==> src/rtl/uart_irq_pkg.sv <==
package uart_irq_pkg;

  typedef enum logic [3:0] {
    ID_MODEM   = 4'h0,
    ID_NONE    = 4'h1,
    ID_THRE    = 4'h2,
    ID_RXDATA  = 4'h4,
    ID_LINE    = 4'h6,
    ID_TIMEOUT = 4'hC
  } irq_id_e;

  // request vector index: 0 is the highest priority
  localparam int SRC_LINE    = 0;
  localparam int SRC_TIMEOUT = 1;
  localparam int SRC_RXDATA  = 2;
  localparam int SRC_THRE    = 3;
  localparam int SRC_MODEM   = 4;
  localparam int NUM_SRC     = 5;

  localparam logic [7:0] LINE_ERR_MASK = 8'h1E;

  function automatic irq_id_e src_to_id(input int idx);
    case (idx)
      SRC_LINE:    return ID_LINE;
      SRC_TIMEOUT: return ID_TIMEOUT;
      SRC_RXDATA:  return ID_RXDATA;
      SRC_THRE:    return ID_THRE;
      default:     return ID_MODEM;
    endcase
  endfunction

endpackage

==> src/rtl/uart_irq_src.sv <==
module uart_irq_src
  import uart_irq_pkg::*;
#(
  parameter int LVL_W = 5
) (
  input  logic [3:0]         ier_q,
  input  logic [7:0]         lsr_i,
  input  logic               data_ready_i,
  input  logic               fifo_en_i,
  input  logic [LVL_W-1:0]   rx_level_i,
  input  logic [LVL_W-1:0]   rx_trig_i,
  input  logic               rx_timeout_i,
  input  logic               thre_pend_i,
  input  logic [3:0]         msr_delta_i,
  output logic [NUM_SRC-1:0] req_o
);

  logic level_met;

  always_comb begin
    level_met = !fifo_en_i || (rx_level_i >= rx_trig_i);
    req_o              = '0;
    req_o[SRC_LINE]    = ier_q[2] && |(lsr_i & LINE_ERR_MASK);
    req_o[SRC_TIMEOUT] = ier_q[0] && rx_timeout_i;
    req_o[SRC_RXDATA]  = ier_q[0] && data_ready_i && level_met;
    req_o[SRC_THRE]    = ier_q[1] && thre_pend_i;
    req_o[SRC_MODEM]   = ier_q[3] && |msr_delta_i;
  end

endmodule

==> src/rtl/uart_irq_prio.sv <==
module uart_irq_prio
  import uart_irq_pkg::*;
#(
  parameter int N = NUM_SRC
) (
  input  logic          clk,
  input  logic          rst,
  input  logic [N-1:0]  req_i,
  output logic [N-1:0]  grant_o,
  output irq_id_e       id_o
);

  logic [N:0] above;
  assign above[0] = 1'b0;

  for (genvar i = 0; i < N; i++) begin : g_chain
    assign grant_o[i]  = req_i[i] && !above[i];
    assign above[i+1]  = above[i] || req_i[i];
  end

  always_comb begin
    id_o = ID_NONE;
    for (int i = 0; i < N; i++) begin
      if (grant_o[i]) id_o = src_to_id(i);
    end
  end


  grant_onehot_chk: assert property (@(posedge clk) disable iff (rst)
    $onehot0(grant_o));


  grant_any_chk: assert property (@(posedge clk) disable iff (rst)
    (|req_i) |-> (|grant_o));

endmodule

==> src/rtl/uart_irq_thre_pend.sv <==
module uart_irq_thre_pend
  import uart_irq_pkg::*;
(
  input  logic    clk,
  input  logic    rst,
  input  logic    thr_wr_i,
  input  logic    ier_wr_i,
  input  logic    ier_thre_en_i,
  input  logic    thre_i,
  input  logic    tx_drained_i,
  input  logic    iir_rd_i,
  input  irq_id_e code_q_i,
  output logic    pend_o
);

  always_ff @(posedge clk) begin
    if (rst)                                   pend_o <= 1'b0;
    else if (thr_wr_i)                         pend_o <= 1'b0;
    else if (ier_wr_i)                         pend_o <= ier_thre_en_i && thre_i;
    else if (tx_drained_i)                     pend_o <= 1'b1;
    else if (iir_rd_i && code_q_i == ID_THRE)  pend_o <= 1'b0;
  end


  thr_clear_chk: assert property (@(posedge clk) disable iff (rst)
    thr_wr_i |=> !pend_o);


  ier_clear_chk: assert property (@(posedge clk) disable iff (rst)
    (ier_wr_i && !ier_thre_en_i) |=> !pend_o);


  drain_set_chk: assert property (@(posedge clk) disable iff (rst)
    (tx_drained_i && !thr_wr_i && !ier_wr_i) |=> pend_o);

endmodule

==> src/rtl/uart_irq_ident.sv <==
module uart_irq_ident
  import uart_irq_pkg::*;
#(
  parameter int LVL_W = 5
) (
  input  logic             clk,
  input  logic             rst,
  input  logic             ier_wr_i,
  input  logic [7:0]       ier_wdata_i,
  input  logic             thr_wr_i,
  input  logic             iir_rd_i,
  input  logic             tx_drained_i,
  input  logic             thre_i,
  input  logic [7:0]       lsr_i,
  input  logic             data_ready_i,
  input  logic             fifo_en_i,
  input  logic [LVL_W-1:0] rx_level_i,
  input  logic [LVL_W-1:0] rx_trig_i,
  input  logic             rx_timeout_i,
  input  logic [3:0]       msr_delta_i,
  output logic [7:0]       ier_o,
  output logic [7:0]       iir_o,
  output logic             irq
);

  logic [3:0]         ier_q;
  logic               thre_pend;
  logic [NUM_SRC-1:0] req;
  logic [NUM_SRC-1:0] grant;
  irq_id_e            id_next;
  irq_id_e            code_q;

  always_ff @(posedge clk) begin
    if (rst)           ier_q <= '0;
    else if (ier_wr_i) ier_q <= ier_wdata_i[3:0];
  end

  uart_irq_thre_pend u_pend (
    .clk           (clk),
    .rst           (rst),
    .thr_wr_i      (thr_wr_i),
    .ier_wr_i      (ier_wr_i),
    .ier_thre_en_i (ier_wdata_i[1]),
    .thre_i        (thre_i),
    .tx_drained_i  (tx_drained_i),
    .iir_rd_i      (iir_rd_i),
    .code_q_i      (code_q),
    .pend_o        (thre_pend)
  );

  uart_irq_src #(.LVL_W(LVL_W)) u_src (
    .ier_q        (ier_q),
    .lsr_i        (lsr_i),
    .data_ready_i (data_ready_i),
    .fifo_en_i    (fifo_en_i),
    .rx_level_i   (rx_level_i),
    .rx_trig_i    (rx_trig_i),
    .rx_timeout_i (rx_timeout_i),
    .thre_pend_i  (thre_pend),
    .msr_delta_i  (msr_delta_i),
    .req_o        (req)
  );

  uart_irq_prio #(.N(NUM_SRC)) u_prio (
    .clk     (clk),
    .rst     (rst),
    .req_i   (req),
    .grant_o (grant),
    .id_o    (id_next)
  );

  always_ff @(posedge clk) begin
    if (rst) begin
      code_q <= ID_NONE;
      irq    <= 1'b0;
    end else begin
      code_q <= id_next;
      irq    <= (id_next != ID_NONE);
    end
  end

  assign ier_o = {4'b0000, ier_q};
  assign iir_o = {{2{fifo_en_i}}, 2'b00, code_q};


  line_err_chk: assert property (@(posedge clk) disable iff (rst)
    (ier_q[2] && |(lsr_i & LINE_ERR_MASK)) |=> (iir_o[3:0] == 4'h6));


  irq_gate_chk: assert property (@(posedge clk) disable iff (rst)
    (ier_q == 4'h0) |=> !irq);


  ier_store_chk: assert property (@(posedge clk) disable iff (rst)
    ier_wr_i |=> (ier_o == {4'b0000, $past(ier_wdata_i[3:0])}));


  rd_keep_chk: assert property (@(posedge clk) disable iff (rst)
    (iir_rd_i && code_q != ID_THRE && !thr_wr_i && !ier_wr_i) |=> $stable(thre_pend) || thre_pend);

endmodule

==> config.mk <==
export PLATFORM = sky130hd
export DESIGN_NAME = uart_irq_ident
export DESIGN_NICKNAME = d
export VERILOG_FILES = /design/src/rtl/uart_irq_pkg.sv /design/src/rtl/uart_irq_src.sv /design/src/rtl/uart_irq_prio.sv /design/src/rtl/uart_irq_thre_pend.sv /design/src/rtl/uart_irq_ident.sv
export SDC_FILE = /design/constraint.sdc
export NUM_CORES = 1
export LEC_CHECK = 0
export BUFFER_PORTS_ARGS = -buffer_cell sky130_fd_sc_hd__buf_4
export CORE_MARGIN = 1.5
export CORE_UTILIZATION = 40
export CTS_CLUSTER_DIAMETER = 40
export DETAILED_ROUTE_END_ITERATION = 8
export PLACE_DENSITY = 0.87
export RECOVER_POWER = 100
export SKIP_LAST_GASP = 1
export SYNTH_ARGS = -nofsm -noshare
export SYNTH_HDL_FRONTEND = slang
export SYNTH_HIERARCHICAL = 1
export SYNTH_SLANG_ARGS = --single-unit
export TNS_END_PERCENT = 10
==> constraint.sdc <==
create_clock -name clk -period 4.45 [get_ports clk]
set_clock_uncertainty 0.1 [all_clocks]
set_input_delay 0.445 -clock clk [delete_from_list [all_inputs] [get_ports clk]]
set_output_delay 0.445 -clock clk [all_outputs]
set_load 0.02 [all_outputs]
Yosys cells after proc, flatten, opt, wreduce, memory -nomap -nowiden
Index checks and enable logic that the tools add are counted.
{"block": "word_totals", "in_bits": 40, "out_inout_bits": 17, "reg_bits": 10, "wordCells": 40}
{"block": "op_classes", "order_cmp": 1, "n_reduce_logical": 25, "n_eq_ne": 2, "muxes": 8}
{"op": "$mux W4", "n": 4}
{"op": "$logic_and A1 B1 Y1", "n": 12}
{"op": "$reduce_or A4 Y1", "n": 2}
{"op": "$ge A5 B5 Y1", "n": 1}
{"op": "$logic_not A1 Y1", "n": 5}
{"op": "$eq A4 B2 Y1 const B", "n": 1}
{"op": "$logic_or A1 B1 Y1", "n": 4}
{"op": "$ne A4 B1 Y1 const B", "n": 1}
{"op": "$mux W1", "n": 3}
{"op": "$mux W3", "n": 1}
{"op": "$reduce_bool A3 Y1", "n": 1}
{"op": "$reduce_or A2 Y1", "n": 1}

Logic depth before layout (Yosys ltp)
{"block": "logic_depth", "depth_word": 9, "mapped_depth": 9, "mapped_depth_nobuf": 9}

By module
The synthesis kept the hierarchy.
{"mod": "uart_irq_ident", "area_per_inst_um2": 365.4, "seq_area_each_um2": 180.2, "n_inst": 1, "cells_per_inst": 34}
{"mod": "uart_irq_src", "area_per_inst_um2": 163.9, "seq_area_each_um2": 0.0, "n_inst": 1, "cells_per_inst": 22}
{"mod": "uart_irq_prio", "area_per_inst_um2": 77.6, "seq_area_each_um2": 0.0, "n_inst": 1, "cells_per_inst": 12}
{"mod": "uart_irq_thre_pend", "area_per_inst_um2": 72.6, "seq_area_each_um2": 20.0, "n_inst": 1, "cells_per_inst": 7}

Worst setup path before layout
No wires, ideal clock.
{"block": "synth_path", "path_type": "input to register", "startpoint": "input port rx_trig_i[2]", "endpoint": "register irq", "path_buffers": 0, "required_time_ps": 4231, "arrival_ps": 2000, "setup_slack_ps": 2232, "setup_time_ps": 119, "path_stages": 9, "path_cell_list": "inv_1 -> ha_1 -> a21o_1 -> a31oi_1 -> o22ai_1 -> or4_4 -> nor2_1 -> nor4b_2 -> nor2_1"}
{"block": "synth_via", "elab_chain_len": 9, "elab_cells_between_ends": 14, "cone_classes": "order compare: 1; eq/ne: 1; mux: 3; reduce/logical: 9"}
{"element": "from (decl)", "line": "uart_irq_ident.sv:18", "source": "input logic [LVL_W-1:0] rx_trig_i,"}
{"element": "$ge A5 B5 Y1 *", "line": "uart_irq_src.sv:21", "source": "level_met = !fifo_en_i || (rx_level_i >= rx_trig_i);"}
{"element": "$logic_or A1 B1 Y1 *", "line": "uart_irq_src.sv:21"}
{"element": "$logic_and A1 B1 Y1 *", "line": "uart_irq_src.sv:25", "source": "req_o[SRC_RXDATA] = ier_q[0] && data_ready_i && level_met;"}
{"element": "net req[2]", "line": "uart_irq_ident.sv:28", "source": "logic [NUM_SRC-1:0] req;"}
{"element": "$logic_or A1 B1 Y1", "line": "uart_irq_prio.sv:18", "source": "assign above[i+1] = above[i] || req_i[i];"}
{"element": "$logic_not A1 Y1 / $logic_or A1 B1 Y1 (equally long branches)", "line": "uart_irq_prio.sv:17, uart_irq_prio.sv:18"}
{"element": "$logic_and A1 B1 Y1 / $logic_not A1 Y1 (equally long branches)", "line": "uart_irq_prio.sv:17", "source": "assign grant_o[i] = req_i[i] && !above[i];"}
{"element": "$mux W4 / $logic_and A1 B1 Y1 (equally long branches)", "line": "uart_irq_prio.sv:24, uart_irq_prio.sv:17"}
{"element": "$mux W4 *", "line": "uart_irq_prio.sv:24", "source": "if (grant_o[i]) id_o = src_to_id(i);"}
{"element": "net id_next[0]", "line": "uart_irq_ident.sv:30", "source": "irq_id_e id_next;"}
{"element": "$ne A4 B1 Y1 *", "line": "uart_irq_ident.sv:78", "source": "irq <= (id_next != ID_NONE);"}
{"element": "to (signal assigned)", "line": "uart_irq_ident.sv:78"}
{"element": "to (decl)", "line": "uart_irq_ident.sv:23", "source": "output logic irq"}
Mark *: on every way through the listed nets, which the timed path passes. The rest lies on a longest branch.
A chain may end at the register's enable or synchronous reset.

Worst setup path after layout
{"block": "layout_path", "startpoint": "input port rx_level_i[2]", "endpoint": "register irq"}
{"block": "layout_via", "elab_chain_len": 9, "elab_cells_between_ends": 14, "cone_classes": "order compare: 1; eq/ne: 1; mux: 3; reduce/logical: 9"}
{"element": "from (decl)", "line": "uart_irq_ident.sv:17", "source": "input logic [LVL_W-1:0] rx_level_i,"}
{"element": "$ge A5 B5 Y1 *", "line": "uart_irq_src.sv:21"}
{"element": "$logic_or A1 B1 Y1 *", "line": "uart_irq_src.sv:21"}
{"element": "$logic_and A1 B1 Y1 *", "line": "uart_irq_src.sv:25"}
{"element": "net req[2]", "line": "uart_irq_ident.sv:28"}
{"element": "$logic_or A1 B1 Y1", "line": "uart_irq_prio.sv:18"}
{"element": "$logic_not A1 Y1 / $logic_or A1 B1 Y1 (equally long branches)", "line": "uart_irq_prio.sv:17, uart_irq_prio.sv:18"}
{"element": "$logic_and A1 B1 Y1 / $logic_not A1 Y1 (equally long branches)", "line": "uart_irq_prio.sv:17"}
{"element": "$mux W4 / $logic_and A1 B1 Y1 (equally long branches)", "line": "uart_irq_prio.sv:24, uart_irq_prio.sv:17"}
{"element": "$mux W4 *", "line": "uart_irq_prio.sv:24"}
{"element": "net id_next[0]", "line": "uart_irq_ident.sv:30"}
{"element": "$ne A4 B1 Y1 *", "line": "uart_irq_ident.sv:78"}
Marks and branches as above.

==> run metrics <==
setup repair after global routing missed its margin=false; number of nets with antenna violations after routing=0; area added between synthesis and finish=38.6%; post-synthesis cell count=69; share of post-route cells with drive strength above 1=33.6%; # Max-Cap Violations=0; most frequent standard cell in the layout excluding fill and tap cells=buf_4; f_max=0.433 GHz; data arrival time of the critical path=2.37 ns; crit-path max FO=3; drc violations=0; highest-count cells in the layout ignoring fill and taps=buf_4 (28), clkbuf_1 (12), dfxtp_1 (10); portion of the clock cycle consumed by the worst path in the final layout=52.0%; Clock Sinks=10; floorplan row count=14; critical path startpoint category=input port; initial antenna violation count=0; total iterations of the first detailed-routing run=1; required time of the critical path=4.51 ns; core outline area=1510 um2; WHS=0.229 ns; Max VDD drop=146 uV; Finish-stage setup viols=0; shortest period the worst path allows=2.31 ns; clock-pin slew on the worst setup and hold paths=0.07 ns; clock root cell=clkbuf_4; cells traversed along the worst timing path=clkbuf_4, ha_1, a21o_1, a31oi_1, o22ai_1, or4_2, nor2_1, nor4b_1, nor2_1; Post-Synthesis Cell Area=642 um2; via count of the first global-routing pass=567; routability congestion estimate=0.771; overall die height=43.1 um; Final HPWL DP=1170 um; post-DR wirelength/cell=10.9 um; detailed-route via count=600; number of clock buffers inserted by TritonCTS=3; Warnings, synthesis=6; final worst-path setup slack=2.14 ns; number of port buffers=42; total instance count after detailed placement=122; clock insertion delay at the later pin of the skew report=0.27 ns; Post-CTS Setup Inserts=0; wire length of the first global-routing pass=2200 um; hold-fix buffer count after cts=0; initial standard-cell utilization of the core=42.6%; overall routed net length=1380 um; post-cts gate resize count=0; power per cell area=276 nW/um2; area after detailed placement=913 um2; maximum count of clock buffers along a single path=2; total die area=1850 um2; Slowest cell on crit path=or4_2; count of pins on the block boundary=57; result of the run=complete, no violations; GRT Overall Usage=16.2%; Fin. Hold Viols=0; path type of the worst setup path=in2reg; Sum Neg Setup Slack=0 ns; delay of the slowest critical-path stage=0.65 ns; Place WS=2.04 ns; number of DRC violations after detailed-routing iteration 0=0; pin count of the biggest net entering global routing=11; Synth Area per Inst=9.30 um2; final net count=156; Hold Crit Class=in2reg; fin. max-slew vios=0; Most Frequent Cell on Critical Path=nor2_1; overall overflow remaining after global route=0; P_leak=0.452 nW; H-tree levels=1; Final Non-Filler Cells=126; endpoint kind of the worst setup timing path=register; Design Area, Final=890 um2; TritonCTS clock tree=built; Die W=43.1 um; detail-routed via count per cell=4.76; Ant. Diodes=0
[metal layers]
metal,GRT usage (%),routed length (um),vias up
met1,15.6,500,257
met3,3.40,143,4
met2,30.3,697,34
met5,0,0,-
met4,10.9,36,0
li1,-,-,305
[state kept, by name, summed over array words and instances (netlist names)]
| name | count |
|---|---|
| irq | 1 |
| u_pend/pend_o | 1 |
| ier_q | 4 |
| code_q | 4 |
[layout make-up]
| type | count | area [um2] |
|---|---|---|
| flip-flops and latches | 10 | 200 |
| multi-input cells | 48 | 340 |
| fillers | 150 | 617 |
| repair buffers | 42 | 270 |
| clock buffers | 4 | 36.3 |
| well taps | 16 | 20.0 |
| inverters | 6 | 22.5 |
[worst max-delay path: cells and delay by family]
| family | cells | cell delay (ns) |
|---|---|---|
| AOI/OAI and AO/OA | 3 | 0.42 |
| adders and majority gates | 1 | 0.30 |
| buffers and inverters | 1 | 0.11 |
| and+or+nand+nor | 4 | 1.09 |
[through the flow]
stage	util [%]	power, mW
2_1_floorplan	-	0.143
3_3_place_gp	60.6	0.170
3_5_place_dp	60.6	0.172
4_1_cts	63.0	0.255
5_1_grt	59.1	0.258
6_report	59.1	0.246
[power by group]
| part | switching, mW | internal, mW |
|---|---|---|
| combinational | 0.0308 | 0.0323 |
| clock | 0.0342 | 0.0497 |
| sequential | 0.00308 | 0.0953 |
[final timing paths]
kind	startpoint	endpoint	slack, ns	cells after the start
worst min register to register	ier_q[1]	ier_q[1]	0.41	2
worst max register to register	ier_q[0]	irq	2.62	6
worst max-delay path	rx_level_i[2]	irq	2.14	9
worst min-delay path	thr_wr_i	u_pend/pend_o	0.23	2
(Power assumes the default switching activity.)
